$ cat config.mk
export PLATFORM = sky130hd
export DESIGN_NAME = vpred_tracker
export DESIGN_NICKNAME = d
export VERILOG_FILES = /design/src/rtl/vpred_pkg.sv /design/src/rtl/vpred_mask_dec.sv /design/src/rtl/vpred_lane_en.sv /design/src/rtl/vpred_merge.sv /design/src/rtl/vpred_tracker.sv
export SDC_FILE = /design/constraint.sdc
export NUM_CORES = 1
export LEC_CHECK = 0
export BUFFER_PORTS_ARGS = -buffer_cell sky130_fd_sc_hd__buf_2
export CAP_MARGIN = 20
export CORE_AREA = 2 2 168 170
export CTS_CLUSTER_DIAMETER = 120
export DETAILED_ROUTE_END_ITERATION = 6
export DIE_AREA = 0 0 170 172
export SLEW_MARGIN = 10
export SYNTH_ARGS = -nofsm -noshare
export SYNTH_HDL_FRONTEND = slang
export SYNTH_SLANG_ARGS = --single-unit
$ cat constraint.sdc
create_clock -name clk -period 4.9 [get_ports clk]
set_input_delay 0.49 -clock clk [delete_from_list [all_inputs] [get_ports clk]]
set_output_delay 0.49 -clock clk [all_outputs]
set_load 0.02 [all_outputs]
$ cat src/rtl/vpred_pkg.sv
package vpred_pkg;
    parameter int VP_DATA_W = 128;
    parameter int VP_MASK_W = 4;

    typedef enum logic [1:0] {
        LSZ_B8     = 2'd0,
        LSZ_B16    = 2'd1,
        LSZ_B32    = 2'd2,
        LSZ_B32ALT = 2'd3
    } lane_sz_e;
endpackage

$ cat src/rtl/vpred_mask_dec.sv
module vpred_mask_dec #(
    parameter int MASK_W = 4,
    parameter int IDX_W  = 2
) (
    input  logic [MASK_W-1:0] mask,
    output logic              legal,
    output logic [IDX_W-1:0]  last_idx,
    output logic [MASK_W-1:0] else_pat
);
    always_comb begin
        legal    = |mask;
        last_idx = '0;
        // lowest set bit is the terminator; scanning downward lets it win
        for (int i = MASK_W - 1; i >= 0; i--) begin
            if (mask[i]) last_idx = IDX_W'(MASK_W - 1 - i);
        end
        // each lower slot flips relative to its predecessor when its bit is set
        else_pat    = '0;
        for (int k = 1; k < MASK_W; k++) begin
            else_pat[k] = else_pat[k-1] ^ mask[MASK_W-k];
        end
    end
endmodule

$ cat src/rtl/vpred_lane_en.sv
module vpred_lane_en #(
    parameter int NB = 16
) (
    input  logic [NB-1:0] pred,
    input  logic          invert,
    input  logic          active,
    input  logic [1:0]    lsz,
    output logic [NB-1:0] en
);
    import vpred_pkg::*;

    for (genvar b = 0; b < NB; b++) begin : g_byte
        localparam int L16 = b - (b % 2);
        localparam int L32 = b - (b % 4);
        logic sel;
        always_comb begin
            case (lsz)
                LSZ_B8:  sel = pred[b];
                LSZ_B16: sel = pred[L16];
                default: sel = pred[L32];
            endcase
        end
        assign en[b] = !active | (sel ^ invert);
    end
endmodule

$ cat src/rtl/vpred_merge.sv
module vpred_merge #(
    parameter int NB = 16
) (
    input  logic [NB-1:0]   en,
    input  logic            keep_old,
    input  logic [NB*8-1:0] old_val,
    input  logic [NB*8-1:0] new_val,
    output logic [NB*8-1:0] out_val
);
    for (genvar b = 0; b < NB; b++) begin : g_byte
        assign out_val[b*8 +: 8] = en[b]    ? new_val[b*8 +: 8] :
                                   keep_old ? old_val[b*8 +: 8] : 8'h00;
    end
endmodule

$ cat src/rtl/vpred_tracker.sv
module vpred_tracker #(
    parameter int DATA_W = vpred_pkg::VP_DATA_W,
    parameter int MASK_W = vpred_pkg::VP_MASK_W
) (
    input  logic                     clk,
    input  logic                     rst,
    input  logic                     prefix_valid,
    input  logic [MASK_W-1:0]        prefix_mask,
    input  logic [DATA_W/8-1:0]      prefix_pred,
    input  logic                     retire,
    input  logic [1:0]               lane_size,
    input  logic                     merge_mode,
    input  logic [DATA_W-1:0]        old_dst,
    input  logic [DATA_W-1:0]        result,
    output logic                     in_block,
    output logic                     is_else,
    output logic [$clog2(MASK_W)-1:0] slot_index,
    output logic [DATA_W/8-1:0]      lane_en,
    output logic [DATA_W-1:0]        merged,
    output logic                     mask_err
);
    localparam int NB    = DATA_W / 8;
    localparam int IDX_W = $clog2(MASK_W);

    typedef struct packed {
        logic              active;
        logic [IDX_W-1:0]  slot;
        logic [IDX_W-1:0]  last;
        logic [MASK_W-1:0] else_pat;
        logic [NB-1:0]     pred;
        logic              err;
    } trk_t;

    trk_t st_d, st_q;

    logic              dec_legal;
    logic [IDX_W-1:0]  dec_last;
    logic [MASK_W-1:0] dec_else;

    vpred_mask_dec #(.MASK_W(MASK_W), .IDX_W(IDX_W)) u_dec (
        .mask     (prefix_mask),
        .legal    (dec_legal),
        .last_idx (dec_last),
        .else_pat (dec_else)
    );

    always_comb begin
        st_d     = st_q;
        st_d.err = 1'b0;
        if (prefix_valid) begin
            st_d.slot = '0;
            if (!dec_legal) begin
                st_d.active = 1'b0;
                st_d.err    = 1'b1;
            end else begin
                st_d.active   = 1'b1;
                st_d.last     = dec_last;
                st_d.else_pat = dec_else;
                st_d.pred     = prefix_pred;
            end
        end else if (retire && st_q.active) begin
            if (st_q.slot == st_q.last) begin
                st_d.active = 1'b0;
                st_d.slot   = '0;
            end else begin
                st_d.slot = st_q.slot + 1'b1;
            end
        end
    end

    always_ff @(posedge clk) begin
        if (rst) st_q <= '0;
        else     st_q <= st_d;
    end

    assign in_block   = st_q.active;
    assign slot_index = st_q.slot;
    assign is_else    = st_q.active & st_q.else_pat[st_q.slot];
    assign mask_err   = st_q.err;

    vpred_lane_en #(.NB(NB)) u_en (
        .pred   (st_q.pred),
        .invert (is_else),
        .active (st_q.active),
        .lsz    (lane_size),
        .en     (lane_en)
    );

    vpred_merge #(.NB(NB)) u_merge (
        .en       (lane_en),
        .keep_old (merge_mode),
        .old_val  (old_dst),
        .new_val  (result),
        .out_val  (merged)
    );
endmodule

---- After elaboration in Yosys (flattened, before gate mapping) ----
Index checks and enable logic that the tools add are counted.
operators by class
  $add $sub $neg .......................... 1
  order comparisons ....................... 1
  eq/ne operators ......................... 2
  multiplexer cells ....................... 55
  bitwise operators ....................... 36
  reductions and logical operators ........ 11
operators by type and width
  kind                                                                    count
  8-bit 2-to-1 mux                                                        32
  1-bit bitwise XOR                                                       18
  1-bit bitwise OR                                                        16
  1-bit 2-to-1 mux                                                        13
  1-bit one-hot mux with 2 select lines                                   4
  2-bit 2-to-1 mux                                                        3
  3-bit 2-to-1 mux                                                        2
  2-bit OR reduction                                                      3
  2-bit AND reduction                                                     2
  2-bit nonzero test                                                      2
  4-bit OR reduction                                                      1
  2-bit by 3-bit < comparator with 1-bit output (second input constant)   1
  2-bit by 1-bit adder with 2-bit output (second input constant)          1
  1-bit binary-select mux with 2-bit select                               1
  2-bit by 1-bit equality test with 1-bit output (second input constant)  1
  2-bit equality test                                                     1
  2-bit logical NOT                                                       1
  1-bit bitwise AND                                                       1
  1-bit logical AND                                                       1
  1-bit logical NOT                                                       1
  1-bit NOT                                                               1
storage, ports and cells
  bits in registers ....................... 25
  bits of input ports ..................... 283
  output and inout port bits .............. 149

---- Longest topological paths before layout ----
Gate-level depths: netlist (run 1).
  depth after elaboration ................. 6
  mapped depth ............................ 7

---- By module ----
A second synthesis (run 1) with hierarchy kept.
second synthesis, totals
  cell total of the unflattened synthesis .. 404
  area, all modules ....................... 3135.5 µm²
by module, submodules not included
  module          times used  cells an instance  area each (µm²)
  vpred_merge     1           212                1636.6
  vpred_tracker   1           125                998.5
  vpred_lane_en   1           56                 434.2
  vpred_mask_dec  1           11                 66.3

---- Worst setup path before layout (run 1) ----
OpenSTA, ideal clock, no wires.
  path type ............................... reg-to-output
  from .................................... register st_q, in the netlist slot_index[0]
  to ...................................... output merged[16]
  data arrival time ....................... 2063 ps
  setup slack ............................. 2347 ps
  stages on the path, launching flop included .. 8
  path buffers ............................ 3
  cells stage by stage .................... dfxtp_1 > buf_6 > mux2i_4 > o21a_1 > buf_6 > buf_12 > mux2i_4 > mux2i_1
on the way
  cells in the longest elaborated chain, start to end .. 6
ends and longest elaborated chain
  element                                    line                 source
  start, declared                            vpred_tracker.sv:34  trk_t st_d, st_q;
  start signal, assigned                     vpred_tracker.sv:73  else st_q <= st_d;
  1-bit binary-select mux with 2-bit select  vpred_tracker.sv:78  assign is_else = st_q.active & st_q.else_pat[st_q.slot];
  1-bit 2-to-1 mux (implied by the code)     vpred_tracker.sv:78
  1-bit bitwise AND                          vpred_tracker.sv:78
  1-bit bitwise XOR                          vpred_lane_en.sv:23  assign en[b] = !active | (sel ^ invert);
  1-bit bitwise OR                           vpred_lane_en.sv:23
  8-bit 2-to-1 mux                           vpred_merge.sv:11    assign out_val[b*8 +: 8] = en[b] ? new_val[b*8 +: 8] :
  end, declared                              vpred_tracker.sv:19  output logic [DATA_W-1:0] merged,
No other way between the ends. The select of a mux whose other input is x is not followed.

---- Worst setup path after layout (run 1) ----
  from .................................... register st_q, in the netlist slot_index[0]
  to ...................................... output merged[71]
The elaborated chain is that of the path after synthesis.

==> impl_metrics.json, run 1 <==
{
  "switching_share_pct": 45.3,
  "fmax_ghz": 0.289,
  "dp_hpwl_um": 17800,
  "seqCellArea_sq_um": 502,
  "drcViolationCount": 0,
  "fill_cells": 3112,
  "layout_commonest_cell": "buf_2",
  "tns_ns": 0,
  "avgSynthCellArea_sq_um": 6.40,
  "syn2layout_area_growth_pct": 61.4,
  "synth-edff-count": 0,
  "die_w_um": 170,
  "wire_per_inst_um": 15.3,
  "cellPowerDensity_mw_per_mm2": 165,
  "grt_overflow": 0,
  "grt_pass1_wl_um": 28300,
  "hold_class": "input pin to flip-flop",
  "synthArstFlopShare_pct": 0,
  "fp.dieH_um": 172,
  "first_pass_iters": 7,
  "die_area_sq_mm": 0.0292,
  "p_clk_share_pct": 17.9,
  "postRouteAntennaNets": 0,
  "numPortBuffers": 431,
  "power_switching_uw": 492,
  "slew_headroom_pct": 40.0,
  "cts_buffers": 3,
  "endpoint_kind": "primary output",
  "critPathRequiredTime_ns": 4.41,
  "pwr-share-seq_pct": 21.0,
  "rsz0062_at_grt": "no",
  "synth_cells": 639,
  "synth_ff_type": "dfxtp_1",
  "multi_input_area_sq_mm": 0.00297,
  "gp_congestion": 0.792,
  "path_class": "flip-flop to primary output",
  "cts-root-buf": "clkbuf_16",
  "synth_area_sq_mm": 0.00409,
  "finalSetupViolCount": 0,
  "period_needed_ns": 3.46,
  "timing.hold.ws_ns": 0.456,
  "first_global_vias": 4936,
  "cts_buffer_depth": 2,
  "power.leakage_uw": 0.00372,
  "r2r_cells": 5,
  "drt_iter0_markers": 234,
  "status": "finished, final reports clean",
  "synth_seq_cells": 25,
  "grt_antenna_before_repair": 1,
  "ys_warn_count": 0,
  "ir_drop_uv": 112,
  "final_cell_mix": "430 x buf_2, 206 x nand2_1, 112 x inv_1, 100 x mux2i_1, 32 x o22ai_1",
  "post_cts_resized": 0,
  "startpoint_type": "flip-flop",
  "grt.total_usage_pct": 12.8,
  "rows": 61,
  "syn-num-nets": 923,
  "tritoncts": "yes",
  "num_vias": 5661,
  "yosysSeqAreaShare_pct": 12.2,
  "via_per_inst": 4.09,
  "nNetsFinal": 1323,
  "drv_slew": 0,
  "tightest_slew_ns": 0.899,
  "cp_max_fo": 17,
  "routed_wl_um": 21200,
  "synth_cell_type_count": 33,
  "clkLatencyLatePin_ns": 0.27,
  "cts.sinks": 25,
  "drv_cap": 0,
  "io_pins": 432,
  "clkTransAtPathRegs_ns": 0.07,
  "core-area_sq_mm": 0.0275,
  "postCtsHoldBufs": 0,
  "hold_viol": 0,
  "postCtsSetupRepairBufs": 0,
  "grt_max_degree": 70,
  "p_comb_share_pct": 61.1,
  "skew_ns": 0.00192,
  "p_int_uw": 596,
  "utilization_pct": 24.0,
  "whs_path_depth": 3,
  "fin_crit_sh_pct": 70.6,
  "initial_utilization_pct": 14.9,
  "cts_max_level": 1,
  "drive_gt1_share_pct": 44.5,
  "cp.arrival_ns": 2.97
}
==> Yosys cell counts, types with 4 or more instances <==
cell       count  area share, %
dfxtp_1       25             12
nor2_1         5           0.46
a21oi_1       19            2.3
xnor2_1        6            1.3
clkbuf_1      25            2.3
o211a_1        4           0.98
nor3b_1        4           0.73
mux2i_4        9            5.0
o21ai_0        6           0.73
nor2b_1        4           0.61
mux2_2        12            3.3
nand2_1      206             19
inv_1        112             10
o21a_1        10            1.8
o2111ai_1      4           0.86
nor3_1        13            1.6
mux2i_1      100             24
nand2b_1      16            2.4
o22ai_1       32            4.9
buf_2          9            1.1
==> worst paths after layout <==
path	startpoint	endpoint	slack (ns)
max	slot_index[0]	merged[71]	1.44
min	prefix_pred[6]	st_q[7]	0.46
max reg2reg	in_block	in_block	3.00
min reg2reg	st_q[10]	st_q[10]	0.46
==> flip-flops by register name, summed over array words and instances (netlist names) <==
register	count
slot_index	2
st_q	21
mask_err	1
in_block	1
==> final cells by class <==
class	count	share of cell area (%)
clock inverters	1	0.133
well taps	346	6.55
multi-input cells	462	45.0
repair buffers	434	33.1
flip-flops and latches	25	7.59
clock buffers	3	1.14
diodes	1	0.0379
inverters	113	6.42
==> cells by family (layout without fill, tap and decap cells) <==
kind of cell / after synthesis / in the layout / synth area share [%]
fa+ha+maj: 1 / 1 / 0.306
flops: 25 / 25 / 12.2
simple gates: 253 / 253 / 25.6
compound gates: 78 / 78 / 12.1
buf+inv: 152 / 551 / 15.2
mux: 121 / 121 / 32.7
xor+xnor: 9 / 9 / 1.93
other cells: 0 / 1 / 0
==> worst max-delay path: stages (launching register included) <==
cell     delay (ns)
dfxtp_1        0.50
mux2i_4        0.35
o21a_2         0.73
mux2i_4        0.67
mux2i_1        0.26
buf_2          0.19
==> through the flow <==
stage | setup WS, ns | cells | power (uW) | area (sq um)
5_1_grt | 1.23 | 1384 | 1160 | 6610
4_1_cts | 1.37 | 1383 | 1100 | 6590
3_3_place_gp | 1.71 | 1379 | 898 | 6510
6_report | 1.44 | 1385 | 1090 | 6610
2_1_floorplan | 2.35 | 639 | 620 | 4090
3_5_place_dp | 1.67 | 1379 | 901 | 6510
==> layer usage <==
metal / vias to the layer above / share of wire [%] / GRT usage (%)
met3: 15 / 6.2 / 1.17
met5: - / 0.061 / 0
met2: 291 / 51 / 23.8
met1: 2518 / 42 / 16.0
li1: 2835 / - / -
met4: 2 / 0.96 / 2.68
==> power by group through the flow <==
stage | Sequential, uW | Combinational (uW) | Clock [uW]
finish | 229 | 665 | 194
global route | 231 | 724 | 207
CTS | 229 | 670 | 201
detailed placement | 234 | 667 | 0
global placement | 233 | 665 | 0
floorplan | 228 | 392 | 0
Note: power is estimated with default switching activity, not from simulation.
==> inputs of run 2 (changes only) <==
--- a/config.mk
+++ b/config.mk
@@ -7,10 +7,10 @@
 export LEC_CHECK = 0
 export BUFFER_PORTS_ARGS = -buffer_cell sky130_fd_sc_hd__buf_2
 export CAP_MARGIN = 20
-export CORE_AREA = 2 2 168 170
+export CORE_AREA = 2 2 167 169
 export CTS_CLUSTER_DIAMETER = 120
 export DETAILED_ROUTE_END_ITERATION = 6
-export DIE_AREA = 0 0 170 172
+export DIE_AREA = 0 0 169 171
 export SLEW_MARGIN = 10
 export SYNTH_ARGS = -nofsm -noshare
 export SYNTH_HDL_FRONTEND = slang
==> constraint.sdc (replaced) <==
create_clock -name clk -period 2.8 [get_ports clk]
set_input_delay 0.28 -clock clk [delete_from_list [all_inputs] [get_ports clk]]
set_output_delay 0.28 -clock clk [all_outputs]
set_load 0.02 [all_outputs]
==> impl_metrics.json, run 2 (synthesis results as in run 1) <==
{
  "finalSetupViolCount": 0,
  "cp_max_fo": 9,
  "clkLatencyLatePin_ns": 0.27,
  "pwr-share-seq_pct": 20.7,
  "seqCellArea_sq_um": 503,
  "wire_per_inst_um": 14.9,
  "multi_input_area_sq_mm": 0.00298,
  "layout_commonest_cell": "buf_2",
  "hold_viol": 0,
  "p_comb_share_pct": 61.7,
  "stdcell_count": 1398,
  "final_cell_mix": "430 x buf_2, 206 x nand2_1, 112 x inv_1, 99 x mux2i_1, 32 x o22ai_1",
  "grt.total_usage_pct": 12.8,
  "finalPower_uw": 1930,
  "path_cells": "mux2i_4 -> buf_4 -> o21ai_1 -> xnor2_1 -> o22ai_1 -> buf_2",
  "io_pins": 432,
  "status": "finished, final reports clean",
  "drv_cap": 0,
  "tritoncts": "yes",
  "grt_overflow": 0,
  "first_pass_iters": 5,
  "hold_class": "input pin to flip-flop",
  "syn2layout_area_growth_pct": 65.1,
  "gp_congestion": 0.789,
  "critPathMaxStageDelay_ns": 0.74,
  "fmax_ghz": 0.369,
  "postRouteAntennaNets": 0,
  "period_needed_ns": 2.71,
  "fp.dieH_um": 171,
  "cts_buffer_depth": 2,
  "die_area_sq_mm": 0.0289,
  "ir_drop_uv": 214,
  "fill_cells": 3048,
  "drv_slew": 0,
  "drive_gt1_share_pct": 45.3,
  "tightest_slew_ns": 0.813,
  "switching_share_pct": 44.8,
  "core-area_sq_mm": 0.0273,
  "setup_slack_ns": 0.0899,
  "drt_iter0_markers": 202,
  "cp_slowest_cell": "xnor2_1",
  "cellPowerDensity_mw_per_mm2": 285,
  "slew_headroom_pct": 45.4,
  "largest_register": "st_q",
  "numPortBuffers": 431,
  "dp_hpwl_um": 17600,
  "p_clk_share_pct": 17.7,
  "die_w_um": 169,
  "placed_area_sq_mm": 0.00659,
  "cp.arrival_ns": 2.43,
  "fin_crit_sh_pct": 96.8,
  "routed_wl_um": 20800,
  "critPathRequiredTime_ns": 2.52,
  "cts_max_level": 1,
  "num_vias": 5713,
  "initial_utilization_pct": 15.0,
  "first_global_vias": 4966,
  "grt_pass1_wl_um": 28300,
  "largest_reg_flops": 21,
  "postCtsHoldBufs": 0,
  "via_per_inst": 4.09,
  "path_class": "flip-flop to primary output",
  "cts.sinks": 25,
  "startpoint_type": "flip-flop",
  "utilization_pct": 24.7,
  "rows": 61,
  "power_switching_uw": 862,
  "dp_cells": 1387,
  "cts-root-buf": "clkbuf_16",
  "clkTransAtPathRegs_ns": 0.07,
  "p_int_uw": 1060,
  "grt_antenna_before_repair": 4,
  "rsz0062_at_grt": "yes",
  "drcViolationCount": 0,
  "power.leakage_uw": 0.00379,
  "cts_buffers": 3,
  "grt_max_degree": 96,
  "design_area_sq_mm": 0.00676,
  "place_ws_ns": 0.259,
  "skew_ns": 0.00190,
  "endpoint_kind": "primary output",
  "nNetsFinal": 1334
}
==> run 2: cell types whose count changed in the layout (fill, tap and decap cells not counted) <==
cell	previous run	this run
dfxtp_2	1	2
buf_4	3	10
mux2i_2	0	1
diode_2	1	3
buf_12	0	5
mux2i_1	100	99
buf_8	1	0
dfxtp_1	24	23
==> run 2: final timing paths <==
check	from	end	slack [ns]	cells past startpoint
worst min register to register	st_q[10]	st_q[10]	0.45	2
worst max register to register	in_block	in_block	0.93	6
worst min-delay path	prefix_pred[10]	st_q[11]	0.25	3
worst max-delay path	slot_index[0]	merged[94]	0.09	6
==> run 2: through the flow <==
step           hold WS [ns]  setup TNS (ns)
4_1_cts               0.244         -0.0727
3_3_place_gp          0.441               0
3_5_place_dp          0.445               0
2_1_floorplan         0.416               0
5_1_grt               0.251          -0.185
6_report              0.247               0
==> run 2: critical path, delay by kind of cell, from the launching register on <==
kind / cells / cell delay (ns)
AOI/OAI and AO/OA: 2 / 0.39
xor gates and xnor gates: 1 / 0.74
DFF: 1 / 0.42
muxes: 1 / 0.26
buffers and inverters: 2 / 0.36
==> run 2: metal layers <==
metal,global-route usage (%),routed length (um),vias to the layer above
met1,15.0,8450,2533
met4,3.53,289,2
li1,-,-,2866
met2,24.2,10800,291
met3,1.90,1290,21
met5,0,13,-
==> run 2: timing repair <==
| action | in CTS | in global routing |
|---|---|---|
| setup buffers | 4 | 0 |
| endpoints found under the setup margin | 11 | 75 |
| gates resized for setup | 0 | 2 |
==> run 2: layout make-up <==
class                   instances  share of cell area [%]
flip-flops and latches         25                    7.45
clock inverters                 1                   0.130
repair buffers                445                    34.5
well taps                     346                    6.41
multi-input cells             462                    44.1
diodes                          3                   0.111
inverters                     113                    6.28
clock buffers                   3                    1.11
==> run 2: power groups by stage <==
stage | clock [uW] | sequential [uW] | combinational [uW]
after CTS | 350 | 398 | 1200
after global placement | 0 | 406 | 1170
after global routing | 365 | 401 | 1290
after detailed placement | 0 | 406 | 1180
final | 340 | 398 | 1190
after floorplan | 0 | 398 | 687
==> inputs of run 3 (changes only) <==
--- a/config.mk
+++ b/config.mk
@@ -11,6 +11,7 @@
 export CTS_CLUSTER_DIAMETER = 120
 export DETAILED_ROUTE_END_ITERATION = 6
 export DIE_AREA = 0 0 169 171
+export SETUP_SLACK_MARGIN = 0.5
 export SLEW_MARGIN = 10
 export SYNTH_ARGS = -nofsm -noshare
 export SYNTH_HDL_FRONTEND = slang
==> impl_metrics.json, run 3 (synthesis results as in run 1) <==
{
  "cellPowerDensity_mw_per_mm2": 273,
  "finalSetupViolCount": 0,
  "clkLatencyLatePin_ns": 0.27,
  "first_pass_iters": 4,
  "clkTransAtPathRegs_ns": 0.07,
  "finalPower_uw": 2240,
  "p_int_uw": 1280,
  "ir_drop_uv": 215,
  "path_class": "flip-flop to primary output",
  "via_per_inst": 4.22,
  "dp_hpwl_um": 17600,
  "cp_max_fo": 5,
  "syn2layout_area_growth_pct": 101,
  "drt_iter0_markers": 188,
  "period_needed_ns": 2.45,
  "power.leakage_uw": 0.00434,
  "final_cell_mix": "309 x buf_2, 206 x nand2_1, 108 x inv_1, 107 x buf_4, 84 x mux2i_1",
  "nNetsFinal": 1369,
  "io_pins": 432,
  "layout_commonest_cell": "buf_2",
  "grt_antenna_before_repair": 4,
  "stdcell_count": 1433,
  "rows": 61,
  "die_w_um": 169,
  "fill_cells": 2902,
  "hold_viol": 0,
  "postRouteAntennaNets": 0,
  "cts_buffer_depth": 2,
  "pwr-share-seq_pct": 17.7,
  "skew_ns": 0.00224,
  "grt_overflow": 0,
  "first_global_vias": 5251,
  "endpoint_kind": "primary output",
  "dp_cells": 1387,
  "num_vias": 6047,
  "tightest_slew_ns": 0.816,
  "largest_reg_flops": 21,
  "rsz0062_at_grt": "yes",
  "gp_congestion": 0.789,
  "core-area_sq_mm": 0.0273,
  "drv_slew": 0,
  "startpoint_type": "flip-flop",
  "grt.total_usage_pct": 14.1,
  "cts_max_level": 1,
  "fmax_ghz": 0.409,
  "cp.arrival_ns": 2.17,
  "switching_share_pct": 42.9,
  "timing.hold.ws_ns": 0.247,
  "power_switching_uw": 962,
  "drv_cap": 0,
  "status": "finished, final reports clean",
  "drive_gt1_share_pct": 52.5,
  "cts_buffers": 3,
  "critPathRequiredTime_ns": 2.52,
  "routed_wl_um": 24000,
  "fp.dieH_um": 171,
  "fin_crit_sh_pct": 87.4,
  "cts-root-buf": "clkbuf_16",
  "die_area_sq_mm": 0.0289,
  "p_comb_share_pct": 67.2,
  "slew_headroom_pct": 45.6,
  "hold_class": "input pin to flip-flop",
  "p_clk_share_pct": 15.1,
  "tritoncts": "yes",
  "drcViolationCount": 0,
  "tns_ns": 0,
  "grt_pass1_wl_um": 30700,
  "grt_max_degree": 96,
  "wire_per_inst_um": 16.8,
  "cts.sinks": 25,
  "initial_utilization_pct": 15.0,
  "largest_register": "st_q",
  "numPortBuffers": 431
}
==> run 3: cell count changes in the layout (fill, tap and decap cells not counted), sizes merged <==
cell	previous run	this run
buf	445	472
mux2	12	16
xnor2	6	10
==> run 3: worst paths after layout <==
| kind | from | slack [ns] | cells after the start | to |
|---|---|---|---|---|
| worst min-delay path | prefix_pred[10] | 0.25 | 3 | st_q[11] |
| worst max register to register | in_block | 0.95 | 6 | in_block |
| worst max-delay path | slot_index[0] | 0.35 | 8 | merged[102] |
| worst min register to register | st_q[6] | 0.45 | 2 | st_q[6] |
==> run 3: layout make-up <==
class	instances	area, sq um	area share (%)
clock inverters	1	8.76	0.107
inverters	113	429	5.23
multi-input cells	470	3570	43.5
clock buffers	3	75.1	0.914
flip-flops and latches	25	505	6.16
well taps	346	433	5.27
diodes	3	7.51	0.0914
repair buffers	472	3180	38.7
==> run 3: per-stage QoR <==
stage	worst slack [ns]	area (sq um)	utilization (%)
after CTS	0.331	7450	27.3
after detailed placement	0.259	6590	24.1
final	0.354	8210	30.1
after floorplan	0.457	4090	-
after global routing	0.258	8210	30.1
after global placement	0.300	6590	24.1
==> run 3: power groups by stage <==
stage                     registers [uW]  logic [uW]  clock network, uW
final                                398        1510                339
after global routing                 401        1610                365
after CTS                            398        1350                350
after detailed placement             406        1180                  0
after global placement               406        1170                  0
after floorplan                      398         687                  0
==> run 3: what timing repair did <==
item | 4_1_cts | 5_1_grt
gates resized for setup | 123 | 133
hold buffers | 0 | 0
cloned | 7 | 4
endpoints found under the setup margin | 144 | 139
setup buffers | 18 | 10
pin swaps | 1 | 7
==> run 3: worst max-delay path, cell delays in order (launching register included) <==
cell and delay (ns):
dfxtp_4 0.37, mux2i_4 0.23, o21a_4 0.19, buf_12 0.16
mux2i_4 0.25, buf_12 0.15, buf_12 0.12, mux2i_2 0.23
buf_4 0.17
==> run 3: metal layers <==
metal  part of all wire [%]  track usage (%)  vias up
li1                       -                -     2962
met1                     40             17.2     2759
met2                     53             26.2      295
met3                    5.2             1.60       29
met4                    1.9             3.79        2
met5                  0.054                0        -
